$ cat src/rtl/fcd_pkg.sv
package fcd_pkg;
  typedef enum logic [2:0] {
    M_READ   = 3'd0,
    M_UNLK1  = 3'd1,
    M_UNLK2  = 3'd2,
    M_PROG   = 3'd3,
    M_ESET   = 3'd4,
    M_EUNLK1 = 3'd5,
    M_EUNLK2 = 3'd6
  } mode_e;

  localparam int          CMD_AW    = 15;
  localparam logic [14:0] ADR_FIRST = 15'h5555;
  localparam logic [14:0] ADR_SECND = 15'h2AAA;
  localparam logic [7:0]  B_UNLK1   = 8'hAA;
  localparam logic [7:0]  B_UNLK2   = 8'h55;
  localparam logic [7:0]  B_RESET   = 8'hF0;
  localparam logic [7:0]  B_PROG    = 8'hA0;
  localparam logic [7:0]  B_ESET    = 8'h80;
  localparam logic [7:0]  B_CHIP    = 8'h10;
  localparam logic [7:0]  B_SECT    = 8'h30;
endpackage

$ cat src/rtl/fcd_sync.sv
module fcd_sync #(
  parameter int              WIDTH   = 1,
  parameter int              STAGES  = 2,
  parameter logic [WIDTH-1:0] RST_VAL = '0
) (
  input  logic             clk,
  input  logic             rst_n,
  input  logic [WIDTH-1:0] d,
  output logic [WIDTH-1:0] q
);
  logic [STAGES-1:0][WIDTH-1:0] chain;

  generate
    if (STAGES == 1) begin : g_one
      always_ff @(posedge clk or negedge rst_n) begin
        if (!rst_n) chain <= RST_VAL;
        else        chain <= d;
      end
    end else begin : g_many
      always_ff @(posedge clk or negedge rst_n) begin
        if (!rst_n) chain <= {STAGES{RST_VAL}};
        else        chain <= {chain[STAGES-2:0], d};
      end
    end
  endgenerate

  assign q = chain[STAGES-1];
endmodule

$ cat src/rtl/fcd_capture.sv
module fcd_capture #(
  parameter int ADDR_W = 17,
  parameter int DATA_W = 8
) (
  input  logic              clk,
  input  logic              rst_n,
  input  logic              ce_s,
  input  logic              we_s,
  input  logic              oe_s,
  input  logic [ADDR_W-1:0] addr_in,
  input  logic [DATA_W-1:0] data_in,
  output logic              wr_valid,
  output logic [ADDR_W-1:0] wr_addr,
  output logic [DATA_W-1:0] wr_data
);
  logic act, act_q, open_q;
  logic start, finish;

  assign act    = !ce_s && !we_s && oe_s;
  assign start  = act && !act_q;
  assign finish = act_q && !act && oe_s && open_q;

  always_ff @(posedge clk or negedge rst_n) begin
    if (!rst_n) begin
      act_q    <= 1'b1;
      open_q   <= 1'b0;
      wr_valid <= 1'b0;
      wr_addr  <= '0;
      wr_data  <= '0;
    end else begin
      act_q    <= act;
      wr_valid <= finish;
      if (start)     open_q <= 1'b1;
      else if (!act) open_q <= 1'b0;
      if (start)  wr_addr <= addr_in;
      if (finish) wr_data <= data_in;
    end
  end
endmodule

$ cat src/rtl/fcd_seq.sv
module fcd_seq
  import fcd_pkg::*;
#(
  parameter int ADDR_W = 17,
  parameter int DATA_W = 8,
  parameter int SECT_W = 3
) (
  input  logic              clk,
  input  logic              rst_n,
  input  logic              wr_valid,
  input  logic [ADDR_W-1:0] wr_addr,
  input  logic [DATA_W-1:0] wr_data,
  input  logic              busy,
  output logic              req_prog,
  output logic [ADDR_W-1:0] prog_addr,
  output logic [DATA_W-1:0] prog_data,
  output logic              req_chip,
  output logic              req_sect,
  output logic [SECT_W-1:0] sect,
  output logic              req_reset,
  output mode_e             state
);
  localparam int SECT_LO = ADDR_W - SECT_W;

  mode_e nxt;
  logic  n_prog, n_chip, n_sect, n_rst;
  logic  at_first, at_secnd;

  assign at_first = wr_addr[CMD_AW-1:0] == ADR_FIRST;
  assign at_secnd = wr_addr[CMD_AW-1:0] == ADR_SECND;

  always_comb begin
    nxt    = state;
    n_prog = 1'b0;
    n_chip = 1'b0;
    n_sect = 1'b0;
    n_rst  = 1'b0;
    if (wr_valid && !busy) begin
      nxt = M_READ;
      case (state)
        M_READ:   if (at_first && wr_data == DATA_W'(B_UNLK1)) nxt = M_UNLK1;
        M_UNLK1:  if (at_secnd && wr_data == DATA_W'(B_UNLK2)) nxt = M_UNLK2;
        M_UNLK2:  if (at_first) begin
                    if (wr_data == DATA_W'(B_RESET))     n_rst = 1'b1;
                    else if (wr_data == DATA_W'(B_PROG)) nxt = M_PROG;
                    else if (wr_data == DATA_W'(B_ESET)) nxt = M_ESET;
                  end
        M_PROG:   n_prog = 1'b1;
        M_ESET:   if (at_first && wr_data == DATA_W'(B_UNLK1)) nxt = M_EUNLK1;
        M_EUNLK1: if (at_secnd && wr_data == DATA_W'(B_UNLK2)) nxt = M_EUNLK2;
        M_EUNLK2: if (at_first && wr_data == DATA_W'(B_CHIP)) n_chip = 1'b1;
                  else if (wr_data == DATA_W'(B_SECT))         n_sect = 1'b1;
        default:  nxt = M_READ;
      endcase
    end
  end

  always_ff @(posedge clk or negedge rst_n) begin
    if (!rst_n) begin
      state     <= M_READ;
      req_prog  <= 1'b0;
      req_chip  <= 1'b0;
      req_sect  <= 1'b0;
      req_reset <= 1'b0;
      prog_addr <= '0;
      prog_data <= '0;
      sect      <= '0;
    end else begin
      state     <= nxt;
      req_prog  <= n_prog;
      req_chip  <= n_chip;
      req_sect  <= n_sect;
      req_reset <= n_rst;
      if (n_prog) begin
        prog_addr <= wr_addr;
        prog_data <= wr_data;
      end
      if (n_sect) sect <= wr_addr[ADDR_W-1:SECT_LO];
    end
  end
endmodule

$ cat src/rtl/flash_cmd_decoder.sv
module flash_cmd_decoder
  import fcd_pkg::*;
#(
  parameter int ADDR_W      = 17,
  parameter int DATA_W      = 8,
  parameter int SECT_W      = 3,
  parameter int SYNC_STAGES = 2
) (
  input  logic              clk,
  input  logic              rst_n,
  input  logic [ADDR_W-1:0] bus_addr,
  input  logic [DATA_W-1:0] bus_data,
  input  logic              ce_n,
  input  logic              we_n,
  input  logic              oe_n,
  input  logic              engine_busy,
  output logic              req_prog,
  output logic [ADDR_W-1:0] prog_addr,
  output logic [DATA_W-1:0] prog_data,
  output logic              req_chip_erase,
  output logic              req_sector_erase,
  output logic [SECT_W-1:0] sector_num,
  output logic              req_reset,
  output logic [2:0]        mode
);
  logic              rst_q;
  logic [2:0]        strb_s;
  logic              wr_valid;
  logic [ADDR_W-1:0] wr_addr;
  logic [DATA_W-1:0] wr_data;
  mode_e             state;

  fcd_sync #(.WIDTH(1), .STAGES(2), .RST_VAL(1'b0)) u_rst (
    .clk(clk), .rst_n(rst_n), .d(1'b1), .q(rst_q)
  );

  fcd_sync #(.WIDTH(3), .STAGES(SYNC_STAGES), .RST_VAL(3'b100)) u_strb (
    .clk(clk), .rst_n(rst_q), .d({oe_n, we_n, ce_n}), .q(strb_s)
  );

  fcd_capture #(.ADDR_W(ADDR_W), .DATA_W(DATA_W)) u_cap (
    .clk(clk), .rst_n(rst_q),
    .ce_s(strb_s[0]), .we_s(strb_s[1]), .oe_s(strb_s[2]),
    .addr_in(bus_addr), .data_in(bus_data),
    .wr_valid(wr_valid), .wr_addr(wr_addr), .wr_data(wr_data)
  );

  fcd_seq #(.ADDR_W(ADDR_W), .DATA_W(DATA_W), .SECT_W(SECT_W)) u_seq (
    .clk(clk), .rst_n(rst_q),
    .wr_valid(wr_valid), .wr_addr(wr_addr), .wr_data(wr_data),
    .busy(engine_busy),
    .req_prog(req_prog), .prog_addr(prog_addr), .prog_data(prog_data),
    .req_chip(req_chip_erase), .req_sect(req_sector_erase),
    .sect(sector_num), .req_reset(req_reset), .state(state)
  );

  assign mode = state;
endmodule

$ cat config.mk
export PLATFORM = sky130hd
export DESIGN_NAME = flash_cmd_decoder
export DESIGN_NICKNAME = d
export VERILOG_FILES = /design/src/rtl/fcd_pkg.sv /design/src/rtl/fcd_sync.sv /design/src/rtl/fcd_capture.sv /design/src/rtl/fcd_seq.sv /design/src/rtl/flash_cmd_decoder.sv
export SDC_FILE = /design/constraint.sdc
export NUM_CORES = 1
export LEC_CHECK = 0
export ABC_AREA = 1
export BUFFER_PORTS_ARGS = -buffer_cell sky130_fd_sc_hd__buf_4
export CORE_ASPECT_RATIO = 1.75
export CORE_MARGIN = 1
export CORE_UTILIZATION = 45
export DETAILED_ROUTE_END_ITERATION = 10
export GPL_TIMING_DRIVEN = 1
export PLACE_DENSITY = 0.65
export REMOVE_ABC_BUFFERS = 1
export SETUP_SLACK_MARGIN = 0.3
export SYNTH_ARGS = -nofsm -noshare
export SYNTH_HDL_FRONTEND = slang
export SYNTH_SLANG_ARGS = --single-unit
$ cat constraint.sdc
create_clock -name clk -period 2.68 [get_ports clk]
set_input_delay 0.134 -clock clk [delete_from_list [all_inputs] [get_ports clk]]
set_output_delay 0.134 -clock clk [all_outputs]
set_load 0.02 [all_outputs]
Word level (Yosys, flattened, before mapping) --
Cells that the tools add are included.
Word-level totals: latch bits 0, logic and storage cells 73, memories 0, bits in writable memories 0, memory bits (read-only) 0, output and inout bits 35, flip-flop bits (word level) 71, input bits 31
Operators by class: div/mod/pow operators 0, bitwise operators 0, equality and inequality tests 16, multipliers 0, mux-type cells 24, add/sub/neg operators 0, $lt $le $gt $ge 0, reductions and logical operators 16, shift operators 0
Operators with widths (number):
- == test 8 bit (second input constant) | 4
- 2-to-1 mux 3 bit | 6
- 2-to-1 mux 1 bit | 16
- == test 15 x 14 -> 1 bit (second input constant) | 1
- == test 15 bit (second input constant) | 1
- case mux 3 bit (5 select lines) | 1
- logical AND 1 bit | 10
- == test 3 bit (second input constant) | 3
- == test 8 x 5 -> 1 bit (second input constant) | 1
- == test 8 x 6 -> 1 bit (second input constant) | 1
- == test 8 x 7 -> 1 bit (second input constant) | 1
- == test 3 x 2 -> 1 bit (second input constant) | 2
- zero test 1 bit | 5
- == test 3 x 1 -> 1 bit (second input constant) | 1
- zero test 3 bit | 1
- 2-to-1 mux 2 bit | 1
- inequality test 2 bit (second input constant) | 1

Logic depth before layout (Yosys ltp) --
Gate-level depths: netlist (run 1).
depth in word-level cells 7, mapped depth 10, mapped depth without buffers 9

Cells and area by module --
A second synthesis (run 1) with hierarchy kept.
Unflattened totals: cells, all modules 345, area total of the unflattened synthesis 3047.9 um2
Modules (own cells, without submodules):
- fcd_seq | seq. area each 875.8 um2, times used 1, area an instance 1654.1 um2, cells an instance 213
- fcd_capture | seq. area each 701.9 um2, times used 1, area an instance 1164.9 um2, cells an instance 120
- fcd_sync at u_strb | seq. area each 152.6 um2, times used 1, area an instance 175.2 um2, cells an instance 9
- fcd_sync at u_rst | seq. area each 50.0 um2, times used 1, area an instance 50.0 um2, cells an instance 2
- flash_cmd_decoder | seq. area each 0.0 um2, times used 1, area an instance 3.8 um2, cells an instance 1

Worst setup path before layout (run 1) --
OpenSTA, ideal clock, no wires.
kind flip-flop to flip-flop, start point reg u_seq.state[1], end point reg u_seq.state[2], arrival time 1.124 ns, buffers on the path 1, clock period less this slack 1.191 ns, stages on the path, launching flop included 9, library setup time 0.066 ns, required time 2.614 ns, setup slack 1.489 ns, cells stage by stage dfrtp_1 > buf_4 > nor2_1 > nand3_1 > nor2_1 > nand3_1 > nand2_1 > nand2_1 > nand3_2
Between the ends: word-level cells in the longest chain between the ends 2, elaborated cells on any way between the ends 6, classes of those cells eq/ne (4); mux (1); reduce/logical (1)
Ends and longest elaborated chain:
- start: declaration | RTL line fcd_seq.sv:21 | output mode_e state
- start signal: assignment | RTL line fcd_seq.sv:69 | state <= nxt;
- == test 3 bit, or another cell as far along | RTL line fcd_seq.sv:40 | case (state)
- case mux 3 bit (5 select lines) (*) | RTL line fcd_seq.sv:40
Every way passes the cells marked *; elsewhere a longest branch is shown, timed or not. A chain may end at the register's enable or synchronous reset.

Worst setup path after layout (run 1) --
start point reg u_cap.wr_valid, end point reg u_seq.prog_addr[5]
Between the ends: word-level cells in the longest chain between the ends 2
Ends and longest elaborated chain:
- start: declaration | RTL line fcd_capture.sv:12 | output logic wr_valid,
- start signal: assignment | RTL line fcd_capture.sv:32 | wr_valid <= finish;
- logical AND 1 bit | RTL line fcd_seq.sv:38 | if (wr_valid && !busy) begin
- 2-to-1 mux 1 bit | RTL line fcd_seq.sv:38
- end signal: assignment | RTL line fcd_seq.sv:75 | prog_addr <= wr_addr;
- end: declaration | RTL line fcd_seq.sv:15 | output logic [ADDR_W-1:0] prog_addr,
Every way passes these cells.

==> impl_metrics.ini, run 1 <==
[run_status]
status = completed

[synthesis]
async_reset_ff_share_pct = 100.0
ys_seq_area_share_pct = 61.74
netlist_top_cells_count = nand2_1 (82), dfrtp_1 (68), o21ai_1 (53)
synth_area_leaders = dfrtp_1 (59%), nand2_1 (11%), o21ai_1 (9.2%)
synth_top_flop_cell = dfrtp_1
ys_ff_latch = 71
synth_top_area_share_pct = 59.00
ys_types = 21
synth_area_mm2 = 0.002884
syn_avg_cell_area_um2 = 9.214
syn_inst = 313
synth_edf_count = 0
synth_most_common_cell = nand2_1
yosys_warnings = 0
yosysTopAreaCell = dfrtp_1

[die]
fp.dieH_um = 107.9
start_util_pct = 46.66
core_mm2 = 0.006181
core.rowCount = 38
die_w_um = 62.52
dieArea_mm2 = 0.006746
ios = 66

[sta]
setup_slack_ns = 0.9941
maxSlewHeadroom_pct = 52.42
period_share_pct = 62.91
fin_crit_ns = 1.686
rsz0062_at_grt = no
finalSetupViolCount = 0
skew_ns = 0.01314
slew_viol_final = 0
worstMarginPinSlew_ns = 0.7121
fmax_ghz = 0.5932
tns_ns = 0
report.final.hold_viol_count = 0

[detailed_routing]
routed-wl-met3_um = 213
firstDrtPassIters = 4
top_layer = met4
wirelength_um = 6011
drtIter0Drc = 84
wl_per_cell_um = 12.52
vias = 2305
ant_nets = 0
met2_length_um = 3183
drc = 0
via_per_inst = 4.802
met1_length_um = 2511

[global_routing]
grt_pass1_vias = 2241
grt_usage_pct = 19.69
antenna_found_initial = 0
grt_pass1_wl_um = 10110
grt_max_degree = 49
grt_overflow = 0

[power_and_ir_drop]
ir_drop_uv = 359.3
pwr-share-comb_pct = 10.4
pwr_density_cell_mw_per_mm2 = 608.3
p_int_uw = 1708
power_frac_seq_pct = 53.2
p_leak_uw = 0.001891
power_frac_clock_pct = 36.4
switching_power_uw = 589.6
switching_share_pct = 25.66

[setup_path]
startpoint_type = flop
worst_setup_path_end_kind = flop
slowest_stage = nand4_2
worstPathRequired_ns = 2.89
crit_path_max_incr_delay_ns = 0.42
r2r_slack_ns = 0.99
cp.arrival_ns = 1.90
path_cells = inv_1 > nor2_4 > nand4_2 > buf_4 > nand2_1 > o21ai_1
path_class = flop to flop
worstPathMaxFanout = 32

[clock_network]
post_cts_resized = 0
clockRootBuffer = clkbuf_8
clk_pin_slew_ns = 0.08
cts_buffers = 9
post-cts-setup-buffer-count = 0
cts_buffer_depth = 2
clk_latency_ns = 0.34
cts_tree = built
cts_sinks = 71
htreeDepth = 3

[layout]
insertedDiodeCount = 0
layout.cells.non_filler = 480
drive_above_1_share_pct = 27.50
syn_to_final_growth_pct = 30.98
final_nets = 426
n_fill_cell = 561

[placement]
dp.cells = 450
place_congestion = 0.8457
hpwl_um = 4281
pre_cts_ws_ns = 0.9891
numPortBuffers = 65

[hold_path]
hold_class = primary input to flop

[job]
cap_violations = 0
through the flow:
stage / total power, µW / util (%) / area (µm²) / hold slack, ns
2_1_floorplan: 1368 / - / 2820 / -0.1616
3_3_place_gp: 1459 / 55.61 / 3437 / -0.08297
3_5_place_dp: 1465 / 55.61 / 3437 / -0.08167
4_1_cts: 2322 / 61.11 / 3777 / 0.003968
5_1_grt: 2418 / 61.11 / 3777 / 0.002565
6_report: 2298 / 61.11 / 3777 / 0.01421
state kept, by name (all words and copies together) (netlist names), 3 cells and up:
signal	count
u_seq.prog_data	8
u_cap.wr_addr	17
u_seq.sect	3
u_cap.wr_data	8
u_seq.state	3
u_strb.q	3
u_seq.prog_addr	17
u_strb.chain	3
layer usage:
metal	global-route usage, %	vias to the layer above
met5	0	-
met4	8.970	0
met3	4.555	9
met2	33.85	44
met1	23.21	1090
li1	-	1162
cells in the final DEF (no fill, tap or decap), types with 2 or more instances in the layout:
cell type	n
clkbuf_8	10
dfstp_2	3
nand2_1	82
dlygate4sd3_1	14
nor3_2	2
nand3_1	12
dfrtp_1	67
nor2_2	6
nor2_1	17
nand4_1	7
inv_1	32
nand2_2	3
inv_2	9
buf_4	66
o21ai_1	53
a21oi_1	2
nor3_1	2
nor2_4	2
clkinvlp_4	2
worst max-delay path, delay by kind of cell (launching register included):
kind	cells	cell delay, ns
AO/OA/AOI/OAI	1	0.07
buffers and inverters	2	0.48
flip-flops	1	0.34
AND/OR/NAND/NOR	3	0.66
cell type report:
cell class / instances / area, µm² / area share, %
clock buffers: 11 / 141.4 / 3.743
clock inverters: 5 / 58.81 / 1.557
inverters: 41 / 153.9 / 4.074
multi-input cells: 191 / 885.9 / 23.45
flip-flops and latches: 71 / 1782 / 47.17
well taps: 80 / 100.1 / 2.650
repair buffers: 81 / 655.6 / 17.36
cells by family (layout without fill, tap and decap cells):
logic type / after synthesis / after routing / synth area share (%)
compound gates: 55 / 55 / 9.544
flops: 71 / 71 / 61.74
buf+inv: 51 / 138 / 7.549
simple gates: 135 / 135 / 21.04
other cells: 1 / 1 / 0.1300
worst paths after layout:
check | startpoint | end | cells past startpoint
setup / recovery | u_cap.wr_valid$_DFF_PN0_ | u_seq.prog_addr[5]$_DFFE_PN0P_ | 6
hold / removal | bus_addr[5] | u_cap.wr_addr[5]$_DFFE_PN0P_ | 3
setup reg to reg | u_cap.wr_valid$_DFF_PN0_ | u_seq.prog_addr[5]$_DFFE_PN0P_ | 6
hold reg to reg | u_rst.q$_DFF_PN0_ | u_seq.prog_data[2]$_DFFE_PN0P_ | 0
max in group asynchronous | u_rst.q$_DFF_PN0_ | u_cap.act_q$_DFF_PN1_ | 1
min in group asynchronous | rst_n | u_rst.q$_DFF_PN0_ | 2
power by group through the flow:
stage,Combinational [µW],Clock (µW),Sequential (µW)
after floorplan,134,0,1230
after global placement,219,0,1240
after detailed placement,222,0,1240
after global routing,275,908,1240
after CTS,240,860,1220
final,239,837,1220
repair_timing:
| action | 4_1_cts | 5_1_grt |
|---|---|---|
| hold endpoints to repair | 15 | 0 |
| hold buffers | 14 | 0 |
| setup endpoints to repair | 0 | 0 |
Power figures use the tool's default switching activity.
==> inputs of run 2 (changes only) <==
PLACE_DENSITY = 0.68   (was 0.65)
clock period = 1.5 ns   (was 2.68 ns; I/O delays follow)
==> impl_metrics.ini, run 2 (same netlist as run 1, synthesis figures left out) <==
[power_and_ir_drop]
ir_drop_uv = 717.8
pwr-share-comb_pct = 14.1
pwr_density_cell_mw_per_mm2 = 1006
power_frac_seq_pct = 49.9
power_frac_clock_pct = 36.0
switching_share_pct = 27.00
p_int_uw = 3207
switching_power_uw = 1186
p_leak_uw = 0.002156

[global_routing]
grt_max_degree = 50
grt_overflow = 0
grt_usage_pct = 20.93
grt_pass1_wl_um = 10630
antenna_found_initial = 0
grt_pass1_vias = 2373

[clock_network]
cts_buffers = 9
cts_buffer_depth = 2
htreeDepth = 3
clk_latency_ns = 0.35
cts_sinks = 71
clockRootBuffer = clkbuf_8
clk_pin_slew_ns = 0.07
cts_tree = built

[setup_path]
r2r-end = u_cap.wr_addr[2]$_DFFE_PN0P_
rr_startpoint = u_strb.q[2]$_DFF_PN1_
reg2reg_depth = 6
worstPathRequired_ns = 1.78
crit_path_max_incr_delay_ns = 0.56
path_cells = nand2_4 > nor2_4 > buf_12 > clkbuf_16 > nand2_2 > o21ai_1
worst_setup_path_end_kind = flop
slowest_stage = dfstp_2
worstPathMaxFanout = 8
startpoint_type = flop
path_class = flop to flop
path_buf_inv = 2
r2r_slack_ns = 0.21
cp.arrival_ns = 1.57
cp_top_family = flip-flops

[placement]
pre_cts_ws_ns = 0.1989
numPortBuffers = 65
dp.cells = 453
hpwl_um = 4346
place_congestion = 0.8288

[sta]
rsz0062_at_grt = yes
fmax_ghz = 0.7746
skew_ns = 0.009382
setup_slack_ns = 0.2090
finalSetupViolCount = 0
period_share_pct = 86.06
report.final.hold_viol_count = 0
fin_crit_ns = 1.291
slew_viol_final = 0

[job]
cap_violations = 0

[layout]
largestRegisters = u_cap.wr_addr x17, u_seq.prog_addr x17
insertedDiodeCount = 0
drive_above_1_share_pct = 39.35
layout.cells.non_filler = 512
layout_commonest_cell = buf_4
final_cell_mix = buf_4 (74), nand2_1 (63), dfrtp_1 (62)
syn_to_final_growth_pct = 51.45
final_nets = 458

[detailed_routing]
vias = 2524
ant_nets = 0
drtIter0Drc = 146
drc = 0
wl_per_cell_um = 14.66
via_per_inst = 4.930
wirelength_um = 7508
firstDrtPassIters = 4

[die]
dieArea_mm2 = 0.006746
core.rowCount = 38
ios = 66
fp.dieH_um = 107.9
start_util_pct = 46.66
core_mm2 = 0.006181
die_w_um = 62.52

[run_status]
status = completed

[hold_path]
hold_class = primary input to async pin
## run 2: cell types whose count changed in the layout (fill, tap and decap cells not counted), sizes merged
| cell | change |
|---|---|
| clkinv | -1 |
| dlygate4sd3 | +15 |
| buf | +14 |
| clkbuf | +4 |
## run 2: power by group through the flow
stage	Sequential (µW)	Clock [µW]	Combinational (µW)
6_report	2190	1580	620
5_1_grt	2210	1670	690
4_1_cts	2170	1590	488
3_5_place_dp	2210	0	421
3_3_place_gp	2200	0	419
2_1_floorplan	2210	0	239
## run 2: cell type report
type,count,area [µm²]
Clock buffer,12,155.1
Clock inverter,4,53.80
Fill cell,453,1813
Inverter,41,156.4
Multi-Input combinational cell,191,1081
Sequential cell,71,1788
Tap cell,80,100.1
Timing Repair Buffer,113,1033
## run 2: worst max-delay path by stage
stage	from	end	slack, ns	cells past startpoint
4_1_cts	u_cap.wr_data[2]$_DFFE_PN0P_	u_seq.sect[0]$_DFFE_PN0P_	0.28	6
2_1_floorplan	u_rst.q$_DFF_PN0_	u_cap.open_q$_DFFE_PN0P_	-0.62	0
5_1_grt	u_cap.wr_addr[5]$_DFFE_PN0P_	u_seq.state[0]$_DFFE_PN0P_	0.16	7
6_report	u_strb.q[2]$_DFF_PN1_	u_cap.wr_addr[2]$_DFFE_PN0P_	0.21	6
3_5_place_dp	u_cap.wr_data[0]$_DFFE_PN0P_	u_seq.state[2]$_DFFE_PN0P_	0.20	7
3_3_place_gp	u_cap.wr_data[0]$_DFFE_PN0P_	u_seq.state[2]$_DFFE_PN0P_	0.22	7
## run 2: metrics by stage
| stage | area (µm²) | power [µW] | setup TNS [ns] | util (%) | hold slack [ns] |
|---|---|---|---|---|---|
| after floorplan | 2820 | 2444 | -47.22 | - | -0.2206 |
| after global placement | 3472 | 2622 | 0 | 56.17 | -0.1426 |
| after detailed placement | 3472 | 2631 | 0 | 56.17 | -0.1410 |
| after CTS | 3994 | 4256 | 0 | 64.62 | 0.02126 |
| after global routing | 4368 | 4577 | 0 | 70.67 | 0.04491 |
| final | 4368 | 4393 | 0 | 70.67 | 0.04001 |
## run 2: metal layers
layer / track usage (%) / part of all wire (%) / vias up / wire (µm)
li1: - / - / 1225 / -
met1: 23.48 / 38 / 1215 / 2848
met2: 36.41 / 56 / 69 / 4200
met3: 5.614 / 3.4 / 15 / 254
met4: 10.30 / 2.7 / 0 / 205
met5: 0 / 0 / - / 0
## run 2: what timing repair did
item / CTS / global route
setup buffers: 1 / 8
setup endpoints to repair: 8 / 57
gates cloned: 0 / 5
resized for setup: 6 / 57
hold endpoints to repair: 30 / 0
hold buffers: 29 / 0
pin swaps: 2 / 9
==> inputs of run 3 (changes only) <==
BUFFER_PORTS_ARGS = not set   (was -buffer_cell sky130_fd_sc_hd__buf_4)
CORE_UTILIZATION = 56   (was 45)
DONT_BUFFER_PORTS = 1   (was not set)
PLACE_DENSITY = 0.71   (was 0.68)
==> impl_metrics.ini, run 3 (same netlist as run 1, synthesis figures left out) <==
[run_status]
status = completed

[setup_path]
startpoint_type = flop
reg2reg_depth = 6
rr_startpoint = u_strb.q[2]$_DFF_PN1_
r2r-end = u_cap.wr_addr[0]$_DFFE_PN0P_
crit_cells = 6
crit_path_max_incr_delay_ns = 0.57
worstPathMaxFanout = 8
path_buf_inv = 2
worstPathRequired_ns = 1.76
path_cells = nand2_4 > nor2_4 > buf_12 > clkbuf_16 > nand2_2 > o21ai_1
path_class = flop to flop
r2r_slack_ns = 0.19
critPathLaunch = u_strb.q[2]$_DFF_PN1_
cp.arrival_ns = 1.57
cp_top_family = flip-flops
worst_setup_path_end_kind = flop
crit_end = u_cap.wr_addr[0]$_DFFE_PN0P_
slowest_stage = dfstp_2

[hold_path]
hold_class = flop to async pin

[sta]
fmax_ghz = 0.7631
rsz0062_at_grt = yes
fin_crit_ns = 1.310
setup_slack_ns = 0.1895
period_share_pct = 87.37
finalSetupViolCount = 0
slew_viol_final = 0
skew_ns = 0.01019
tns_ns = 0
report.final.hold_viol_count = 0

[placement]
pre_cts_ws_ns = 0.1973
hpwl_um = 3983
place_congestion = 0.9010
postPlaceCellArea_mm2 = 0.002959
numPortBuffers = 0

[clock_network]
clk_pin_slew_ns = 0.07
htreeDepth = 3
cts_tree = built
clockRootBuffer = clkbuf_8
cts_sinks = 71
cts_buffers = 9
cts_buffer_depth = 2
clk_latency_ns = 0.34

[global_routing]
grt_pass1_wl_um = 9984
grt_pass1_vias = 2291
grt_max_degree = 70
grt_overflow = 0
antenna_found_initial = 0
grt_usage_pct = 23.97

[die]
start_util_pct = 57.94
core.rowCount = 34
die_w_um = 56.25
dieArea_mm2 = 0.005453
fp.dieH_um = 96.94
core_mm2 = 0.004977
ios = 66

[job]
cap_violations = 0

[detailed_routing]
drc = 0
via_per_inst = 5.607
firstDrtPassIters = 4
wl_per_cell_um = 17.47
wirelength_um = 7478
drtIter0Drc = 72
vias = 2400
ant_nets = 0

[layout]
final_nets = 400
largestRegisters = u_cap.wr_addr x17, u_seq.prog_addr x17
syn_to_final_growth_pct = 35.62
layout_commonest_cell = nand2_1
drive_above_1_share_pct = 28.34
insertedDiodeCount = 0
fin_area_mm2 = 0.003911
final_cell_mix = nand2_1 (66), dfrtp_1 (65), o21ai_1 (43)
fin_util_pct = 78.58

[power_and_ir_drop]
p_leak_uw = 0.001885
ir_drop_uv = 1221
pwr_density_cell_mw_per_mm2 = 1169
==> run 3: cell count changes in the layout (fill, tap and decap cells not counted), sizes merged <==
cell and delta:
buf -62, clkinvlp -1, inv +1, bufinv +2, clkinv +1, clkbuf -1, dlygate4sd3 +2
==> run 3: through the flow <==
stage | total power (µW) | hold WS, ns | instances
floorplan | 2444 | -0.2206 | 303
global placement | 2552 | -0.2206 | 363
detailed placement | 2565 | -0.2206 | 363
CTS | 4455 | 0.2636 | 414
global route | 4721 | 0.2767 | 428
finish | 4574 | 0.2779 | 428
==> run 3: how the worst min path moves through the flow <==
| stage | start | endpoint | slack [ns] | depth (start not counted) |
|---|---|---|---|---|
| after floorplan | rst_n | u_rst.chain[0]$_DFF_PN0_ | -0.22 | 0 |
| after CTS | oe_n | u_strb.chain[2]$_DFF_PN1_ | 0.26 | 1 |
| final | u_rst.q$_DFF_PN0_ | u_seq.prog_addr[10]$_DFFE_PN0P_ | 0.28 | 1 |
| after global placement | rst_n | u_rst.chain[0]$_DFF_PN0_ | -0.22 | 0 |
| after detailed placement | rst_n | u_rst.chain[0]$_DFF_PN0_ | -0.22 | 0 |
| after global routing | oe_n | u_strb.chain[2]$_DFF_PN1_ | 0.28 | 1 |
==> run 3: per-layer routing <==
metal / up-vias / share of wire [%] / routed length, µm / track usage [%]
li1: 1104 / - / - / -
met1: 1188 / 36 / 2718 / 27.91
met2: 87 / 56 / 4182 / 40.75
met3: 21 / 4.4 / 332 / 6.283
met4: 0 / 3.3 / 244 / 10.88
met5: - / 0 / 0 / 0
==> run 3: layout make-up <==
type / instances / area, µm²
Timing Repair inverter: 2 / 17.52
Multi-Input combinational cell: 191 / 1050
Sequential cell: 71 / 1784
Clock buffer: 11 / 131.4
Tap cell: 54 / 67.56
Fill cell: 308 / 1066
Inverter: 41 / 158.9
Timing Repair Buffer: 53 / 595.6
Clock inverter: 5 / 106.4
==> run 3: worst register-to-register path: cells and delay by family (launching register included) <==
family          cells  cell delay (ns)
compound gates      1             0.08
buf+inv             2             0.32
flops               1             0.57
simple gates        3             0.25
==> run 3: where the power goes <==
part / switching, µW / internal (µW)
registers: 132 / 2060
logic: 335 / 234
clock network: 707 / 1110
total: 1170 / 3400
==> run 3: timing repair <==
| item | in CTS | in global routing |
|---|---|---|
| gates resized for setup | 7 | 54 |
| hold buffers | 31 | 0 |
| endpoints found under the hold margin | 32 | 0 |
| buffers inserted | 4 | 7 |
| gates cloned | 0 | 7 |
| pin swaps | 7 | 11 |
| endpoints found under the setup margin | 36 | 54 |
